## config.mk

```make
export PLATFORM = sky130hd
export DESIGN_NAME = mcc_ctrl
export DESIGN_NICKNAME = d
export VERILOG_FILES = /design/src/rtl/mcc_ctrl.sv
export SDC_FILE = /design/constraint.sdc
export NUM_CORES = 1
export LEC_CHECK = 0
export CELL_PAD_IN_SITES_DETAIL_PLACEMENT = 0
export CELL_PAD_IN_SITES_GLOBAL_PLACEMENT = 1
export CORE_MARGIN = 4
export CORE_UTILIZATION = 16
export DETAILED_ROUTE_END_ITERATION = 16
export GPL_ROUTABILITY_DRIVEN = 0
export PLACE_DENSITY_LB_ADDON = 0.1
export SETUP_SLACK_MARGIN = 0.3
export SYNTH_ARGS = -nofsm -noshare
export SYNTH_HDL_FRONTEND = slang
export SYNTH_SLANG_ARGS = --single-unit
export TNS_END_PERCENT = 5
```

## constraint.sdc

```tcl
create_clock -name clk -period 1.8 [get_ports clk]
set_input_delay 0.36 -clock clk [delete_from_list [all_inputs] [get_ports clk]]
set_output_delay 0.36 -clock clk [all_outputs]
set_load 0.01 [all_outputs]
```

## src/rtl/mcc_ctrl.sv

```systemverilog
module mcc_ctrl (
  input  logic        clk,
  input  logic        rst,
  input  logic        load_done,
  input  logic [11:0] ir,
  input  logic [3:0]  sr,
  output logic        prog_wr_en,
  output logic        prog_rd_en,
  output logic        pc_en,
  output logic        acc_en,
  output logic        flags_en,
  output logic        ir_en,
  output logic        dr_en,
  output logic        dmem_en,
  output logic        dmem_we,
  output logic        alu_en,
  output logic [3:0]  alu_mode,
  output logic        pc_jump,
  output logic        op2_from_dr,
  output logic        ctx_clear
);

  typedef enum logic [1:0] {PH_LOAD, PH_FETCH, PH_DECODE, PH_EXEC} phase_t;

  phase_t phase, phase_nx;

  logic in_load, in_fetch, in_decode, in_exec;
  logic cls_goto, cls_mem, cls_cond, cls_imm;
  logic flag_hit;

  assign in_load   = (phase == PH_LOAD);
  assign in_fetch  = (phase == PH_FETCH);
  assign in_decode = (phase == PH_DECODE);
  assign in_exec   = (phase == PH_EXEC);

  assign cls_goto = (ir[11:8] == 4'b0001);
  assign cls_mem  = (ir[11:9] == 3'b001);
  assign cls_cond = (ir[11:10] == 2'b01);
  assign cls_imm  = ir[11];

  always_comb begin
    case (ir[9:8])
      2'd0:    flag_hit = sr[3];
      2'd1:    flag_hit = sr[2];
      2'd2:    flag_hit = sr[1];
      default: flag_hit = sr[0];
    endcase
  end

  always_comb begin
    case (phase)
      PH_LOAD:   phase_nx = load_done ? PH_FETCH : PH_LOAD;
      PH_FETCH:  phase_nx = PH_DECODE;
      PH_DECODE: phase_nx = PH_EXEC;
      default:   phase_nx = PH_FETCH;
    endcase
  end

  always_ff @(posedge clk) begin
    if (rst) phase <= PH_LOAD;
    else     phase <= phase_nx;
  end

  assign prog_wr_en  = in_load;
  assign ctx_clear   = in_load & load_done;
  assign prog_rd_en  = in_load | in_fetch;
  assign ir_en       = in_fetch;
  assign dr_en       = in_decode & cls_mem;
  assign pc_en       = in_exec;
  assign pc_jump     = in_exec & (cls_goto | (cls_cond & flag_hit));
  assign alu_en      = in_exec & (cls_mem | cls_imm);
  assign flags_en    = alu_en;
  assign acc_en      = in_exec & (cls_imm | (cls_mem & ir[8]));
  assign dmem_we     = in_exec & cls_mem & ~ir[8];
  assign dmem_en     = (in_decode & cls_mem) | dmem_we;
  assign op2_from_dr = in_exec & cls_mem;

  always_comb begin
    alu_mode = 4'd0;
    if (in_exec && cls_mem)      alu_mode = ir[7:4];
    else if (in_exec && cls_imm) alu_mode = {1'b0, ir[10:8]};
  end

endmodule

```

==> impl_results.md <==
- TritonCTS Buffers: 3
- Final Cycle Share: 98.79%
- Io pins: 36
- Synth Instances: 41
- Clk pin slew, worst setup/hold paths: 30 ps
- Worst path required time: 1440 ps
- Initial DRC count: 2
- WL/cell: 11.25 um
- Final min period: 1778 ps
- R2r startpoint: phase[1]
- Post-synthesis area per instance: 7.690 um2
- Die area: 2745 um2
- Vias in the first global route: 471
- Fin. max-slew vios: 0
- Number of synthesized register bits: 2
- Post-route setup slack: 21.82 ps
- CTS Buffer Depth: 2
- CP Max Fanout: 3
- Finished Layout Cells: 114
- Layout cell share with drive strength beyond 1: 62.92%
- Setup TNS: 0 ps
- Net count after synthesis: 65
- Sequential area share after synthesis: 12.70%
- DRT Pass-1 Iters: 2
- Via count: 453
- Worst Path Arrival: 1420 ps
- Leakage: 0.3931 nW
- Max-cap violations: 0
- # diodes: 0
- WS Path Type: input port to primary output
- HP Class: input port to register
- First-pass GRT wire length: 2.090 mm
- Hold Path Origin: rst
- Most crowded layer after global routing: met2
- # port buffers: 31
- Vias per cell: 3.974
- Pin count of the biggest net entering global routing: 8
- Nets: 115
- Worst slew pin tran: 199.7 ps
- Initial antenna violation count: 0
- Placed Instances: 109
- GR Util met3: 2.279%
- Largest regs: phase x2
- Clock root buffer: clkbuf_4
- Final core occ: 45.49%
- Antenna Nets Post-Route: 0
- Area Overhead vs Synth: 159.9%
- CTS tree: built
- GRT Util Overall: 10.04%
- Worst skew pair latency: 220 ps
- # clock sinks: 2
- Relative slew slack: 86.50%
- Worst hold slack: 688.3 ps
- Pre-CTS setup slack: -598.1 ps
- Cell Pwr Density: 524.2 nW/um2
- Placed Area: 774.5 um2
- FP Rows: 15
- H-tree depth: 1
- Mapped Area: 315.3 um2
- Grt ovf: 0
- Routing usage on met2: 16.32%
- Startpoint types: input port
- Post-route clock skew: 2.154 ps
- Reg with most FFs: phase
- Die Ht: 52.39 um
- Drt drc: 0
- YS warnings: 0
- Status: completed
- Max IR drop VDD: 0.3122 mV
- Pwr Total: 0.4296 mW
- Initial Utilization: 17.50%
- CP endpoint kind: primary output
- Final HPWL DP: 1.064 mm
- Post-Route WL: 1.282 mm
- Crit path from: ir[11]
- Final hold violations: 0
- M1 GR Usage: 12.69%
- Cell variety after synth: 23
- Fmax: 562.4 MHz
- Chip width: 52.39 um
- Core box area: 1802 um2
- Final Cell Area: 819.5 um2
- Final setup fails: 0
- Max reg flops: 2
- RSZ-0062 raised after global routing: true
==> cell type report <==
type                    instances  area (um2)
multi-input cells              33       330.3
inverters                       5       23.77
well taps                      25       31.28
flip-flops and latches          2       45.04
clock buffers                   3       22.52
repair buffers                 46       366.6
fillers                       202       982.2
==> power breakdown <==
| part | switching [mW] | internal [mW] | total, mW | leakage, nW |
|---|---|---|---|---|
| logic | 0.111 | 0.155 | 0.267 | 0.362 |
| registers | 0.0104 | 0.0580 | 0.0684 | 0.0175 |
| clock network | 0.0214 | 0.0732 | 0.0946 | 0.0138 |
==> per-layer routing <==
layer  vias to the layer above  share of wire, %  wire length (um)
li1                        237                 -                 -
met1                       193                46               595
met2                        23                45               572
met3                         0               9.0               115
met4                         0                 0                 0
met5                         -                 0                 0
==> worst max-delay path, stage by stage <==
cell and delay (ps):
dlygate4sd2_1 260, nand2b_4 150, or3_4 360, inv_4 70, a32o_2 120, buf_6 100
==> synthesized netlist by cell type <==
cell type  count  area (um2)
and2_1         2       12.51
ha_1           5       62.56
dfxtp_1        2       40.04
a21oi_1        4       20.02
nand2b_1       2       12.51
nand2_1        1       3.750
nor4bb_1       1       10.01
nor4b_1        1       8.760
mux2_2         1       11.26
a32o_1         1       10.01
inv_2          2       7.510
inv_1          3       11.26
buf_4          1       7.510
a31oi_1        1       6.260
or2_2          1       6.260
nor2b_1        4       25.02
nor2_1         3       11.26
nor3_1         1       5.000
o21bai_1       1       7.510
nand3_1        1       5.000
o21a_1         1       7.510
and4bb_2       1       12.51
or3_4          1       11.26
==> final timing paths <==
| kind | endpoint | slack (ps) | cells after the start |
|---|---|---|---|
| worst max-delay path | alu_mode[0] | 20 | 6 |
| worst min-delay path | phase[0] | 690 | 2 |
| worst max register to register | phase[0] | 520 | 7 |
| worst min register to register | phase[1] | 750 | 3 |
==> cells by family (layout without fill, tap and decap cells) <==
kind of cell	count (synthesis)	count (layout)	share of synthesized area [%]
multiplexers	1	1	3.571
AND/OR/NAND/NOR	19	19	39.28
buffers and inverters	6	54	8.335
AO/OA/AOI/OAI	8	8	16.27
flip-flops	2	2	12.70
adder cells (fa/ha/maj)	5	5	19.84
==> repair_timing <==
| action | in CTS | in global routing |
|---|---|---|
| pin swaps | 6 | 4 |
| setup endpoints to repair | 17 | 17 |
| hold buffers | 0 | 0 |
| gates resized for setup | 76 | 13 |
| setup buffers | 0 | 2 |
==> layout by cell type, fill, tap and decap left out, drive strengths merged <==
master / n
a21oi: 4
a31oi: 1
a32o: 1
and2: 2
and4bb: 1
buf: 28
clkbuf: 5
clkdlybuf4s15: 4
clkdlybuf4s50: 9
dfxtp: 2
dlygate4sd2: 3
ha: 5
inv: 5
mux2: 1
nand2: 1
nand2b: 2
nand3: 1
nor2: 3
nor2b: 4
nor3: 1
nor4b: 1
nor4bb: 1
o21a: 1
o21bai: 1
or2: 1
or3: 1
Note: power is estimated with default switching activity, not from simulation.
